## src/rtl/zcf_pkg.sv

```systemverilog
package zcf_pkg;

    typedef enum logic [1:0] {
        ST_SILENT   = 2'd0,
        ST_SPEECH   = 2'd1,
        ST_HANGOVER = 2'd2
    } word_state_e;

    localparam int AMP_BITS = 3;
    localparam int LEVEL_W  = 2;

    // Highest asserted threshold wins, whatever the pattern below it.
    function automatic logic [LEVEL_W-1:0] amp_to_level(input logic [AMP_BITS-1:0] a);
        logic [LEVEL_W-1:0] lvl;
        lvl = 2'd0;
        for (int k = 0; k < AMP_BITS; k++) begin
            if (a[k]) lvl = LEVEL_W'(k + 1);
        end
        return lvl;
    endfunction

endpackage

```

## src/rtl/zcf_sync.sv

```systemverilog
module zcf_sync #(
    parameter int WIDTH = 8
) (
    input  logic             clk,
    input  logic             rst_n,
    input  logic [WIDTH-1:0] async_in,
    output logic [WIDTH-1:0] sync_out
);

    logic [WIDTH-1:0] stage1_q;
    logic [WIDTH-1:0] stage2_q;

    always_ff @(posedge clk or negedge rst_n) begin
        if (!rst_n) begin
            stage1_q <= '0;
            stage2_q <= '0;
        end else begin
            stage1_q <= async_in;
            stage2_q <= stage1_q;
        end
    end

    assign sync_out = stage2_q;

endmodule

```

## src/rtl/zcf_window.sv

```systemverilog
module zcf_window #(
    parameter int WIN_CYCLES = 64
) (
    input  logic clk,
    input  logic rst_n,
    output logic win_end
);

    localparam int WCW = (WIN_CYCLES > 2) ? $clog2(WIN_CYCLES) : 1;
    localparam logic [WCW-1:0] LAST = WCW'(WIN_CYCLES - 1);

    logic [WCW-1:0] wcnt_q;

    always_ff @(posedge clk or negedge rst_n) begin
        if (!rst_n) begin
            wcnt_q <= '0;
        end else if (wcnt_q == LAST) begin
            wcnt_q <= '0;
        end else begin
            wcnt_q <= wcnt_q + 1'b1;
        end
    end

    assign win_end = (wcnt_q == LAST);

endmodule

```

## src/rtl/zcf_band.sv

```systemverilog
module zcf_band
    import zcf_pkg::*;
#(
    parameter int CNT_W = 8
) (
    input  logic                clk,
    input  logic                rst_n,
    input  logic                zc_s,
    input  logic [AMP_BITS-1:0] amp_s,
    input  logic                win_end,
    output logic [CNT_W-1:0]    count_q,
    output logic [LEVEL_W-1:0]  level_q
);

    localparam logic [CNT_W-1:0] CNT_MAX = {CNT_W{1'b1}};

    logic             zc_prev_q;
    logic             crossing;
    logic [CNT_W-1:0] cnt_q;
    logic [CNT_W-1:0] cnt_next;

    assign crossing = zc_s ^ zc_prev_q;

    always_comb begin
        cnt_next = cnt_q;
        if (crossing && (cnt_q != CNT_MAX)) cnt_next = cnt_q + 1'b1;
    end

    always_ff @(posedge clk or negedge rst_n) begin
        if (!rst_n) begin
            zc_prev_q <= 1'b0;
            cnt_q     <= '0;
            count_q   <= '0;
            level_q   <= '0;
        end else begin
            zc_prev_q <= zc_s;
            if (win_end) begin
                count_q <= cnt_next;
                level_q <= amp_to_level(amp_s);
                cnt_q   <= '0;
            end else begin
                cnt_q   <= cnt_next;
            end
        end
    end

endmodule

```

## src/rtl/zcf_word_fsm.sv

```systemverilog
module zcf_word_fsm
    import zcf_pkg::*;
#(
    parameter int HANG_W = 4
) (
    input  logic              clk,
    input  logic              rst_n,
    input  logic              any_low,
    input  logic              win_end,
    input  logic [HANG_W-1:0] hang_windows,
    output logic              word_active
);

    word_state_e       state_q, state_d;
    logic [HANG_W-1:0] quiet_q, quiet_d;
    logic              quiet_done;

    assign quiet_done = ({1'b0, quiet_q} + 1'b1) >= {1'b0, hang_windows};

    always_comb begin
        state_d = state_q;
        quiet_d = quiet_q;
        unique case (state_q)
            ST_SILENT: begin
                if (any_low) state_d = ST_SPEECH;            // T_START
            end
            ST_SPEECH: begin
                if (!any_low) begin
                    state_d = ST_HANGOVER;                   // T_FADE
                    quiet_d = '0;
                end
            end
            ST_HANGOVER: begin
                if (any_low) begin
                    state_d = ST_SPEECH;                     // T_RESUME
                    quiet_d = '0;
                end else if (win_end) begin
                    if (quiet_done) state_d = ST_SILENT;     // T_END
                    else            quiet_d = quiet_q + 1'b1;
                end
            end
            default: state_d = ST_SILENT;
        endcase
    end

    always_ff @(posedge clk or negedge rst_n) begin
        if (!rst_n) begin
            state_q <= ST_SILENT;
            quiet_q <= '0;
        end else begin
            state_q <= state_d;
            quiet_q <= quiet_d;
        end
    end

    always_comb begin
        word_active = (state_q != ST_SILENT);
    end

endmodule

```

## src/rtl/zc_feature_sampler.sv

```systemverilog
module zc_feature_sampler
    import zcf_pkg::*;
#(
    parameter int NUM_BANDS  = 2,
    parameter int CNT_W      = 8,
    parameter int WIN_CYCLES = 1000,
    parameter int HANG_W     = 4
) (
    input  logic                           clk,
    input  logic                           rst_n,
    input  logic [HANG_W-1:0]              hang_windows,
    input  logic [NUM_BANDS-1:0]           zc_in,
    input  logic [NUM_BANDS*AMP_BITS-1:0]  amp_in,
    output logic [NUM_BANDS*CNT_W-1:0]     count_out,
    output logic [NUM_BANDS*LEVEL_W-1:0]   level_out,
    output logic                           word_active,
    output logic                           feat_valid
);

    localparam int RAW_W = NUM_BANDS * (1 + AMP_BITS);

    logic [RAW_W-1:0]              raw_bits;
    logic [RAW_W-1:0]              sync_bits;
    logic [NUM_BANDS-1:0]          zc_s;
    logic [NUM_BANDS*AMP_BITS-1:0] amp_s;
    logic [NUM_BANDS-1:0]          low_s;
    logic                          win_end;
    logic                          valid_q;

    assign raw_bits = {amp_in, zc_in};

    zcf_sync #(.WIDTH(RAW_W)) u_sync (
        .clk      (clk),
        .rst_n    (rst_n),
        .async_in (raw_bits),
        .sync_out (sync_bits)
    );

    assign zc_s  = sync_bits[NUM_BANDS-1:0];
    assign amp_s = sync_bits[RAW_W-1:NUM_BANDS];

    zcf_window #(.WIN_CYCLES(WIN_CYCLES)) u_win (
        .clk     (clk),
        .rst_n   (rst_n),
        .win_end (win_end)
    );

    for (genvar b = 0; b < NUM_BANDS; b++) begin : g_band
        assign low_s[b] = amp_s[b*AMP_BITS];
        zcf_band #(.CNT_W(CNT_W)) u_band (
            .clk     (clk),
            .rst_n   (rst_n),
            .zc_s    (zc_s[b]),
            .amp_s   (amp_s[b*AMP_BITS +: AMP_BITS]),
            .win_end (win_end),
            .count_q (count_out[b*CNT_W +: CNT_W]),
            .level_q (level_out[b*LEVEL_W +: LEVEL_W])
        );
    end

    zcf_word_fsm #(.HANG_W(HANG_W)) u_fsm (
        .clk          (clk),
        .rst_n        (rst_n),
        .any_low      (|low_s),
        .win_end      (win_end),
        .hang_windows (hang_windows),
        .word_active  (word_active)
    );

    always_ff @(posedge clk or negedge rst_n) begin
        if (!rst_n) valid_q <= 1'b0;
        else        valid_q <= win_end;
    end

    assign feat_valid = valid_q;

endmodule

```

## config.mk

```make
export PLATFORM = sky130hd
export DESIGN_NAME = zc_feature_sampler
export DESIGN_NICKNAME = d
export VERILOG_FILES = /design/src/rtl/zcf_pkg.sv /design/src/rtl/zcf_sync.sv /design/src/rtl/zcf_window.sv /design/src/rtl/zcf_band.sv /design/src/rtl/zcf_word_fsm.sv /design/src/rtl/zc_feature_sampler.sv
export SDC_FILE = /design/constraint.sdc
export NUM_CORES = 1
export LEC_CHECK = 0
export BUFFER_PORTS_ARGS = -buffer_cell sky130_fd_sc_hd__buf_2
export CAP_MARGIN = 20
export CORE_MARGIN = 3
export CORE_UTILIZATION = 35
export DETAILED_ROUTE_END_ITERATION = 8
export SLEW_MARGIN = 25
export SYNTH_ARGS = -nofsm -noshare
export SYNTH_HDL_FRONTEND = slang
export SYNTH_HIERARCHICAL = 1
export SYNTH_SLANG_ARGS = --single-unit
```

## constraint.sdc

```tcl
create_clock -name clk -period 5.59 [get_ports clk]
set_input_delay 1.3975 -clock clk [delete_from_list [all_inputs] [get_ports clk]]
set_output_delay 1.3975 -clock clk [all_outputs]
set_load 0.02 [all_outputs]
```

# Word level (Yosys, flattened, before mapping)
# Cells that the tools add are included.
[word_totals]
reg_bits = 71
latch_bits = 0
ramBits = 0
rom_bits = 0
input_bits = 14
out_inout_bits = 22
wordCells = 62
n_memories = 0
[classes]
addsub = 5
multipliers = 0
div_mod_pow = 0
magnitude_cmp = 1
eq_ne = 10
shift = 0
n_mux = 22
bitwise = 2
reduce_logical = 8
[op_table]
columns = ["operator", "count"]
rows = [
  ["two-way mux 8 bit", 4],
  ["two-way mux 2 bit", 9],
  ["adder 8 x 1 -> 8 bit (second input constant)", 2],
  ["two-way mux 4 bit", 4],
  ["inequality test 8 bit (second input constant)", 2],
  ["adder 10 x 1 -> 10 bit (second input constant)", 1],
  ["== test 10 bit (second input constant)", 1],
  ["two-way mux 10 bit", 1],
  ["one-hot mux 4 bit (2 select lines)", 1],
  ["AND reduction 4 bit", 2],
  ["inequality test 3 x 2 -> 1 bit (second input constant)", 2],
  ["one-hot mux 2 bit (3 select lines)", 1],
  ["adder 4 x 1 -> 5 bit (second input constant)", 1],
  ["greater-or-equal comparator 5 x 4 -> 1 bit", 1],
  ["adder 4 x 1 -> 4 bit (second input constant)", 1],
  ["nonzero test 2 bit", 2],
  ["inequality test 3 x 1 -> 1 bit (second input constant)", 1],
  ["== test 2 x 1 -> 1 bit (second input constant)", 1],
  ["== test 2 bit (second input constant)", 1],
  ["logical AND 1 bit", 2],
  ["logical NOT 2 bit", 1],
  ["two-way mux 1 bit", 2],
  ["inequality test 2 x 1 -> 1 bit (second input constant)", 1],
  ["inequality test 2 bit (second input constant)", 1],
  ["2 further kinds", 3],
]

# Logic depth before layout (Yosys ltp)
# Gate-level depths: netlist of the first run.
[logic_depth]
ltp_word = 6
ltp_mapped = 8
depth_no_buf = 6

# By module
# Netlist of the first run, hierarchy kept.
[by_module_without_submodules]
columns = ["mod", "instances", "cells_each", "area_each_um2", "seq_area_each_um2"]
rows = [
  ["zcf_band", 2, 80, 860.8, 475.5],
  ["zcf_window", 1, 43, 483.0, 250.2],
  ["zcf_word_fsm", 1, 46, 479.2, 150.1],
  ["zcf_sync", 1, 16, 400.4, 400.4],
  ["zc_feature_sampler", 1, 2, 31.3, 25.0],
]

# Least setup slack after synthesis of the first run
# No wires, ideal clock.
[synth_timing]
path_type = "input -> register"
start = "input hang_windows[0]"
end = "register u_fsm.quiet_q[0]"
setup_ps = 125
t_arrival_ps = 2590
required_time_ps = 5465
path_slack_ps = 2875
path_stages = 5
path_buffers = 0
cell_sequence = "ha_1 -> nand2b_1 -> a211oi_2 -> o211a_4 -> mux2_4"
[synth_via]
elab_chain_len = 3
[synth_lines]
columns = ["item", "line_no", "source"]
rows = [
  ["from (decl)", "zc_feature_sampler.sv:11", "input logic [HANG_W-1:0] hang_windows,"],
  ["greater-or-equal comparator 5 x 4 -> 1 bit", "zcf_word_fsm.sv:18", "assign quiet_done = ({1'b0, quiet_q} + 1'b1) >= {1'b0, hang_windows};"],
  ["inequality test 3 x 2 -> 1 bit (no source line)", "--", ""],
  ["AND reduction 4 bit (no source line)", "--", ""],
  ["to (signal assigned)", "zcf_word_fsm.sv:52", "quiet_q <= quiet_d;"],
  ["to (decl)", "zcf_word_fsm.sv:15", "logic [HANG_W-1:0] quiet_q, quiet_d;"],
]
# No other way between the ends.
# A chain may end at the register's enable or synchronous reset.

# Worst setup path in the final report of the first run
[layout_timing]
start = "register u_fsm.state_q[1]"
end = "output word_active"
[layout_via]
elab_chain_len = 1
[layout_lines]
columns = ["item", "line_no", "source"]
rows = [
  ["from (decl)", "zcf_word_fsm.sv:14", "word_state_e state_q, state_d;"],
  ["from (signal assigned)", "zcf_word_fsm.sv:51", "state_q <= state_d;"],
  ["nonzero test 2 bit", "zcf_word_fsm.sv:57", "word_active = (state_q != ST_SILENT);"],
  ["to (decl)", "zc_feature_sampler.sv:16", "output logic word_active,"],
]
# No other way between the ends.

==> results.sh, run 1 <==
export IMPL_drt_total_wl_mm=5.24
export IMPL_period_share_pct=47.4
export IMPL_p_leak_nw=1.73
export IMPL_nFillCells=830
export IMPL_path_class="reg -> out"
export IMPL_hold_path_end="u_sync/sync_out[5]"
export IMPL_ff2ff_setup_slack_ns=3.13
export IMPL_ys_seq_elements=71
export IMPL_final_nets=332
export IMPL_fin_crit_ns=2.65
export IMPL_drt_iter0_drc=38
export IMPL_first_pass_iters=4
export IMPL_clock_latency_ns=0.34
export IMPL_cts_setup_buffers=0
export IMPL_dp_cells=404
export IMPL_hold_start="u_sync/stage1_q[5]"
export IMPL_synth_seq_area_share_pct=57.0
export IMPL_min_path_cells=0
export IMPL_hold_path_class="reg -> reg"
export IMPL_ioPinCount=36
export IMPL_grt_pass1_vias=2116
export IMPL_status="completed"
export IMPL_post_cts_resize_count=0
export IMPL_finClkSkew_ns=0.00779
export IMPL_ys_types=44
export IMPL_cts_buffers=9
export IMPL_max_cap_violations=0
export IMPL_cp_start_kind="register"
export IMPL_vdd_drop_max_mv=0.189
export IMPL_clkSinkCount=71
export IMPL_chipHeight_um=100
export IMPL_power_mw=1.29
export IMPL_avgSynthCellArea_um2=11.7
export IMPL_routed_via_count=2073
export IMPL_hold_violations=0
export IMPL_hpwl_mm=3.56
export IMPL_fmax_mhz=378
export IMPL_drive_gt1_share_pct=23.8
export IMPL_reg2reg_from="u_win/wcnt_q[0]"
export IMPL_grt_max_degree=72
export IMPL_drt_wirelength_per_cell_um=12.5
export IMPL_rsz0062_at_grt="false"
export IMPL_area_growth_synth_to_final_pct=17.1
export IMPL_dieArea_um2=10100
export IMPL_groute_usage_overall_pct=12.0
export IMPL_slew_headroom_pct=41.8
export IMPL_antenna_left=0
export IMPL_cp_max_fo=5
export IMPL_synthArstFlopShare_pct=100
export IMPL_ys_warn_count=6
export IMPL_critical_path_arrival_ns=1.25
export IMPL_worst_pin_slew_ns=0.872
export IMPL_synth_top_flop_cell="dfrtp_1"
export IMPL_overflow=0
export IMPL_io_buffers=35
export IMPL_syn_nets=289
export IMPL_hold_buffers=0
export IMPL_final_common_cell="dfrtp_1"
export IMPL_antenna_found_initial=0
export IMPL_clk_pin_slew_ns=0.08
export IMPL_tritoncts="done"
export IMPL_cts_path_max_buffers=2
export IMPL_core_area_um2=8420
export IMPL_synth_edff_count=0
export IMPL_grt_pass1_wl_mm=9.54
export IMPL_crit_path_end_kind="primary output"
export IMPL_drv_slew=0
export IMPL_floorplan_rows=33
export IMPL_num_antenna_cells=0
export IMPL_drt_drc_violations_left=0
export IMPL_place_gp_congestion=0.871
export IMPL_netlist_instances=267
export IMPL_via_per_inst=4.94
export IMPL_final_cells=420
export IMPL_cp_data_required_time_ns=4.19
export IMPL_cts_root_buf="clkbuf_8"
export IMPL_p_per_area_nw_per_um2=354
export IMPL_setup_violations=0
export IMPL_start_util_pct=37.0
export IMPL_r2r_cells=6
export IMPL_cts_max_level=3
export IMPL_finalSetupTns_ns=0
export IMPL_syn_cell_area_um2=3120
export IMPL_worstReg2RegEnd="g_band[0].u_band/count_q[2]"
export IMPL_dieWidth_um=100
export IMPL_final_cell_mix="dfrtp_1 (71), buf_2 (35), nor2_1 (29)"
## critical path, stage by stage (launching register included)
cell and delay [ns]:
dfrtp_1 0.44, or2_2 0.31, buf_2 0.16
## synthesized netlist by cell type, types with 3 or more instances
master | instances | area [um^2]
dfrtp_1 | 71 | 1780
a21oi_1 | 17 | 85.1
or2_2 | 3 | 18.8
clkbuf_1 | 4 | 15.0
mux2i_1 | 17 | 170
nand2_1 | 14 | 52.6
xor2_1 | 8 | 70.1
ha_1 | 8 | 100
xnor2_1 | 5 | 43.8
a31oi_1 | 4 | 25.0
inv_1 | 14 | 52.6
mux2_2 | 4 | 45.0
o21ai_0 | 3 | 15.0
nand4_1 | 4 | 25.0
nor2_1 | 29 | 109
and3_1 | 5 | 31.3
nand3_1 | 13 | 65.1
nor2b_1 | 5 | 31.3
nand2b_1 | 4 | 25.0
## per-layer routing
| layer | wire (um) | vias up | GRT usage [%] |
|---|---|---|---|
| li1 | - | 1017 | - |
| met1 | 2490 | 1007 | 14.8 |
| met2 | 2360 | 42 | 18.9 |
| met3 | 316 | 7 | 4.24 |
| met4 | 65 | 0 | 5.08 |
| met5 | 0 | - | 0 |
## flip-flops by register name, indices dropped and copies added (netlist names)
signal / cells
feat_valid: 1
g_band.u_band/cnt_q: 16
g_band.u_band/count_q: 16
g_band.u_band/level_q: 4
g_band.u_band/zc_prev_q: 2
u_fsm/quiet_q: 4
u_fsm/state_q: 2
u_sync/stage1_q: 8
u_sync/sync_out: 8
u_win/wcnt_q: 10
## report_power, final
part           switching [mW]  internal, mW
registers              0.0583         0.574
logic                   0.115        0.0853
clock network           0.185         0.276
total                   0.358         0.935
## cell families (layout without fill, tap and decap cells)
group | Yosys count | in the layout | synth area share (%)
buf+inv | 19 | 67 | 2.33
mux | 22 | 22 | 7.39
fa+ha+maj | 8 | 8 | 3.21
xor+xnor | 15 | 15 | 4.70
simple gates | 91 | 91 | 15.5
flops | 71 | 71 | 57.0
compound gates | 41 | 41 | 9.84
## per-stage QoR
| step | hold slack (ns) | area, um^2 | worst slack, ns | utilization (%) |
|---|---|---|---|---|
| after CTS | 0.352 | 3650 | 2.92 | 43.3 |
| after global routing | 0.362 | 3650 | 2.86 | 43.3 |
| after floorplan | 0.331 | 3120 | 2.87 | - |
| after detailed placement | 0.335 | 3420 | 2.72 | 40.6 |
| final | 0.349 | 3650 | 2.94 | 43.3 |
| after global placement | 0.332 | 3420 | 2.74 | 40.6 |
## area by class of cell
type                       count  area (um^2)  share of cell area, %
timing repair buffer          37          190                   5.21
clock buffer                  11          151                   4.15
multi-input combinational    177         1270                   34.7
tap                          105          131                   3.60
sequential                    71         1780                   48.7
clock inverter                 5         78.8                   2.16
inverter                      14         52.6                   1.44
## worst max-delay path by stage
stage                     startpoint               end  slack (ns)  cells past startpoint
floorplan            hang_windows[0]  u_fsm/quiet_q[0]        2.87                      5
CTS                 u_fsm/state_q[1]       word_active        2.92                      2
global placement     hang_windows[0]  u_fsm/quiet_q[0]        2.74                      6
detailed placement   hang_windows[0]  u_fsm/quiet_q[0]        2.72                      6
global route        u_fsm/state_q[1]       word_active        2.86                      2
finish              u_fsm/state_q[1]       word_active        2.94                      2
Power figures use the tool's default switching activity.
==> run 2, diff against run 1 <==
==> constraint.sdc (replaced) <==
create_clock -name clk -period 2.74 [get_ports clk]
set_input_delay 0.685 -clock clk [delete_from_list [all_inputs] [get_ports clk]]
set_output_delay 0.685 -clock clk [all_outputs]
set_load 0.02 [all_outputs]
==> results.sh, run 2 (same netlist as run 1, synthesis figures left out) <==
export IMPL_hold_start="u_sync/stage1_q[4]"
export IMPL_overflow=0
export IMPL_reg2reg_from="u_fsm/quiet_q[0]"
export IMPL_hold_violations=0
export IMPL_path_class="reg -> reg"
export IMPL_first_pass_iters=4
export IMPL_clkSinkCount=71
export IMPL_p_per_area_nw_per_um2=671
export IMPL_finalSetupTns_ns=0
export IMPL_drt_wirelength_per_cell_um=12.6
export IMPL_slew_headroom_pct=57.5
export IMPL_cp_startpoint="u_fsm/quiet_q[0]"
export IMPL_io_buffers=35
export IMPL_cts_setup_buffers=0
export IMPL_antenna_found_initial=0
export IMPL_crit_path_end_kind="register"
export IMPL_grt_pass1_vias=2045
export IMPL_area_growth_synth_to_final_pct=16.3
export IMPL_drt_drc_violations_left=0
export IMPL_num_antenna_cells=0
export IMPL_cp_data_required_time_ns=2.96
export IMPL_max_cap_violations=0
export IMPL_worst_pin_slew_ns=0.637
export IMPL_fmax_mhz=471
export IMPL_dieArea_um2=10100
export IMPL_hold_path_class="reg -> reg"
export IMPL_clock_latency_ns=0.34
export IMPL_place_area_um2=3460
export IMPL_hpwl_mm=3.74
export IMPL_core_area_um2=8420
export IMPL_drt_iter0_drc=76
export IMPL_grt_pass1_wl_mm=9.23
export IMPL_nFillCells=820
export IMPL_seqCellArea_um2=1780
export IMPL_tritoncts="done"
export IMPL_cts_path_max_buffers=2
export IMPL_final_common_cell="dfrtp_1"
export IMPL_fin_crit_ns=2.12
export IMPL_via_per_inst=4.79
export IMPL_drv_slew=0
export IMPL_routed_via_count=2010
export IMPL_rsz0062_at_grt="false"
export IMPL_cp_max_fo=6
export IMPL_final_util_pct=43.0
export IMPL_final_cell_mix="dfrtp_1 (71), buf_2 (35), nor2_1 (29)"
export IMPL_chipHeight_um=100
export IMPL_clk_pin_slew_ns=0.06
export IMPL_floorplan_rows=33
export IMPL_fin_area_um2=3620
export IMPL_groute_usage_overall_pct=11.7
export IMPL_critical_path_arrival_ns=2.35
export IMPL_holdWs_ns=0.351
export IMPL_cts_root_buf="clkbuf_8"
export IMPL_cp_start_kind="register"
export IMPL_multiInputGateArea_um2=1270
export IMPL_cts_max_level=3
export IMPL_dieWidth_um=100
export IMPL_finClkSkew_ns=0.00582
export IMPL_antenna_left=0
export IMPL_final_nets=334
export IMPL_start_util_pct=37.0
export IMPL_grt_max_degree=45
export IMPL_p_leak_nw=1.71
export IMPL_place_gp_congestion=0.854
export IMPL_period_share_pct=77.5
export IMPL_drt_total_wl_mm=5.29
export IMPL_hold_buffers=0
export IMPL_reg_top3="g_band.u_band/cnt_q: 16 flops, g_band.u_band/count_q: 16 flops, u_win/wcnt_q: 10 flops"
export IMPL_status="completed"
export IMPL_ioPinCount=36
export IMPL_setup_violations=0
export IMPL_vdd_drop_max_mv=0.360
export IMPL_cts_buffers=9
export IMPL_post_cts_resize_count=0
export IMPL_drive_gt1_share_pct=23.2
[run 2: changes by cell type in the layout (fill, tap and decap cells not counted), sizes merged]
cell / delta
buf: +2
bufinv: -2
clkbuf: +2
clkinv: -1
inv: -1
[run 2: layer usage]
metal | wire length, um | global-route usage (%)
met5 | 0 | 0
met4 | 70 | 4.97
met3 | 285 | 4.59
met2 | 2410 | 18.1
met1 | 2530 | 14.5
[run 2: where the power goes]
| group | leakage, nW | internal (mW) | total (mW) | switching, mW |
|---|---|---|---|---|
| Combinational | 0.719 | 0.177 | 0.415 | 0.238 |
| Sequential | 0.905 | 1.17 | 1.29 | 0.122 |
| Clock | 0.0854 | 0.368 | 0.721 | 0.354 |
[run 2: final cells by class]
type / instances / share of cell area (%)
tap: 105 / 3.63
timing repair buffer: 39 / 6.36
clock inverter: 1 / 0.138
multi-input combinational: 177 / 35.0
inverter: 14 / 1.45
clock buffer: 13 / 4.39
sequential: 71 / 49.1
[run 2: worst paths after layout]
| kind | endpoint | slack (ns) | depth (start not counted) |
|---|---|---|---|
| worst max register to register | u_fsm/quiet_q[0] | 0.62 | 6 |
| worst max-delay path | u_fsm/quiet_q[0] | 0.62 | 6 |
| min in group asynchronous | g_band[1].u_band/count_q[1] | 0.36 | 1 |
| worst min register to register | u_sync/sync_out[4] | 0.35 | 0 |
| worst min-delay path | u_sync/sync_out[4] | 0.35 | 0 |
| max in group asynchronous | g_band[0].u_band/cnt_q[1] | 1.72 | 2 |
[run 2: per-stage QoR]
step	total power [mW]	setup slack (ns)	instances
2_1_floorplan	1.59	0.737	267
3_3_place_gp	1.71	0.609	406
3_5_place_dp	1.72	0.581	406
5_1_grt	2.59	0.482	420
6_report	2.43	0.616	420
4_1_cts	2.46	0.594	420
[run 2: critical path, cell delays in order, from the launching register on]
cell and delay, ns:
dfrtp_1 0.44, ha_1 0.29, xor2_1 0.18, ha_1 0.27, o21ai_0 0.31, o211a_4 0.23, mux2_4 0.29
==> run 3, diff against run 2 <==
==> constraint.sdc (replaced) <==
create_clock -name clk -period 1.7 [get_ports clk]
set_input_delay 0.425 -clock clk [delete_from_list [all_inputs] [get_ports clk]]
set_output_delay 0.425 -clock clk [all_outputs]
set_load 0.02 [all_outputs]
==> results.sh, run 3 (same netlist as run 1, synthesis figures left out) <==
export IMPL_worst_pin_slew_ns=0.372
export IMPL_clock_latency_ns=0.34
export IMPL_critical_path_arrival_ns=2.09
export IMPL_cp_data_required_time_ns=1.92
export IMPL_p_per_area_nw_per_um2=988
export IMPL_slew_headroom_pct=75.2
export IMPL_drv_slew=0
export IMPL_drt_drc_violations_left=0
export IMPL_place_gp_congestion=0.782
export IMPL_hold_violations=0
export IMPL_grt_pass1_vias=2139
export IMPL_drt_total_wl_mm=6.23
export IMPL_clkSinkCount=71
export IMPL_holdWs_ns=0.0939
export IMPL_groute_usage_overall_pct=12.5
export IMPL_hpwl_mm=4.04
export IMPL_start_util_pct=37.0
export IMPL_dieWidth_um=100
export IMPL_overflow=0
export IMPL_core_area_um2=8420
export IMPL_cp_cell_sequence="ha_4 > xor2_2 > ha_4 > a211oi_4 > o211a_4 > mux2_4"
export IMPL_hold_buffers=0
export IMPL_cts_path_max_buffers=2
export IMPL_p_leak_nw=1.92
export IMPL_floorplan_rows=33
export IMPL_clk_pin_slew_ns=0.07
export IMPL_cts_max_level=3
export IMPL_rsz0062_at_grt="true"
export IMPL_path_class="reg -> reg"
export IMPL_final_cell_mix="dfrtp_1 (69), buf_2 (35), nor2_1 (27)"
export IMPL_finClkSkew_ns=0.00756
export IMPL_drt_wirelength_per_cell_um=13.8
export IMPL_setup_violations=4
export IMPL_dp_cells=422
export IMPL_dieArea_um2=10100
export IMPL_max_cap_violations=0
export IMPL_reg_top3="g_band.u_band/cnt_q: 16 flops, g_band.u_band/count_q: 16 flops, u_win/wcnt_q: 10 flops"
export IMPL_num_antenna_cells=0
export IMPL_drt_iter0_drc=91
export IMPL_status="finished, violations left"
export IMPL_via_per_inst=4.85
export IMPL_antenna_found_initial=0
export IMPL_cts_buffers=9
export IMPL_hold_path_class="in -> async"
export IMPL_routed_via_count=2187
export IMPL_final_common_cell="dfrtp_1"
export IMPL_period_share_pct=110
export IMPL_fmax_mhz=536
export IMPL_antenna_left=0
export IMPL_final_nets=363
export IMPL_violations="negative setup slack"
export IMPL_first_pass_iters=4
export IMPL_r2r_cells=6
export IMPL_grt_max_degree=72
export IMPL_slowest_stage="dfrtp_1"
export IMPL_max_stage_delay_ns=0.44
export IMPL_grt_pass1_wl_mm=9.87
export IMPL_io_buffers=35
export IMPL_vdd_drop_max_mv=0.613
export IMPL_cp_start_kind="register"
export IMPL_cts_root_buf="clkbuf_8"
export IMPL_cp_max_fo=3
export IMPL_ioPinCount=36
export IMPL_crit_path_end_kind="register"
export IMPL_dp_slack_ns=-0.212
export IMPL_area_growth_synth_to_final_pct=32.0
export IMPL_drive_gt1_share_pct=35.8
export IMPL_tritoncts="done"
export IMPL_final_cells=451
export IMPL_fin_crit_ns=1.87
export IMPL_setup_slack_ns=-0.165
export IMPL_chipHeight_um=100
export IMPL_path_common_cell="ha_4"
export IMPL_nFillCells=781
==> run 3: changes by cell type in the layout (fill, tap and decap cells not counted), sizes merged <==
cell,change
buf,+25
clkbuf,+5
clkinvlp,+1
==> run 3: worst max-delay path, delay by kind of cell, from the launching register on <==
kind | cells | cell delay (ns)
xor gates and xnor gates | 1 | 0.19
muxes | 1 | 0.29
adders and majority gates | 2 | 0.40
DFF | 1 | 0.44
AOI/OAI and AO/OA | 2 | 0.42
==> run 3: final timing paths <==
path,startpoint,endpoint,slack (ns)
worst min-delay path,rst_n,g_band[1].u_band/count_q[5],0.09
min in group clk,zc_in[0],u_sync/stage1_q[0],0.18
max in group asynchronous,rst_n,u_fsm/state_q[1],1.30
worst max register to register,u_fsm/quiet_q[1],u_fsm/quiet_q[0],-0.17
worst min register to register,u_sync/stage1_q[4],u_sync/sync_out[4],0.35
worst max-delay path,u_fsm/quiet_q[1],u_fsm/quiet_q[0],-0.17
==> run 3: cell type report <==
cell class / count / area [um^2] / share of cell area, %
tap: 105 / 131 / 3.19
clock inverter: 2 / 12.5 / 0.304
sequential: 71 / 1780 / 43.2
inverter: 14 / 52.6 / 1.28
multi-input combinational: 177 / 1400 / 34.0
timing repair buffer: 68 / 557 / 13.5
clock buffer: 14 / 183 / 4.44
==> run 3: stage by stage <==
stage               setup TNS (ns)  utilization [%]  power (mW)  area (um^2)
floorplan                   -0.135                -        2.57         3150
global placement            -0.391             42.9        2.76         3610
detailed placement          -0.665             42.9        2.78         3610
CTS                         -0.486             45.5        4.11         3830
global route                 -1.35             48.8        4.35         4110
finish                      -0.460             48.8        4.07         4110
==> run 3: timing repair <==
action                     in CTS  in global routing
setup endpoints to repair       6                 19
gates cloned                    0                  4
pin swaps                       2                  6
gates resized for setup         3                 28
buffers inserted                0                  9
==> run 3: power breakdown <==
part | internal (mW) | total (mW) | switching, mW | leakage, nW
Sequential | 1.89 | 2.08 | 0.196 | 0.902
Clock | 0.688 | 1.28 | 0.597 | 0.0987
Combinational | 0.297 | 0.696 | 0.399 | 0.916
==> run 3: metal layers <==
layer  share of wire, %  GRT usage (%)  up-vias
li1                   -              -     1082
met3                4.2           4.38        9
met1                 45           15.2     1054
met2                 49           20.0       42
met4                1.7           5.60        0
met5                  0              0        -
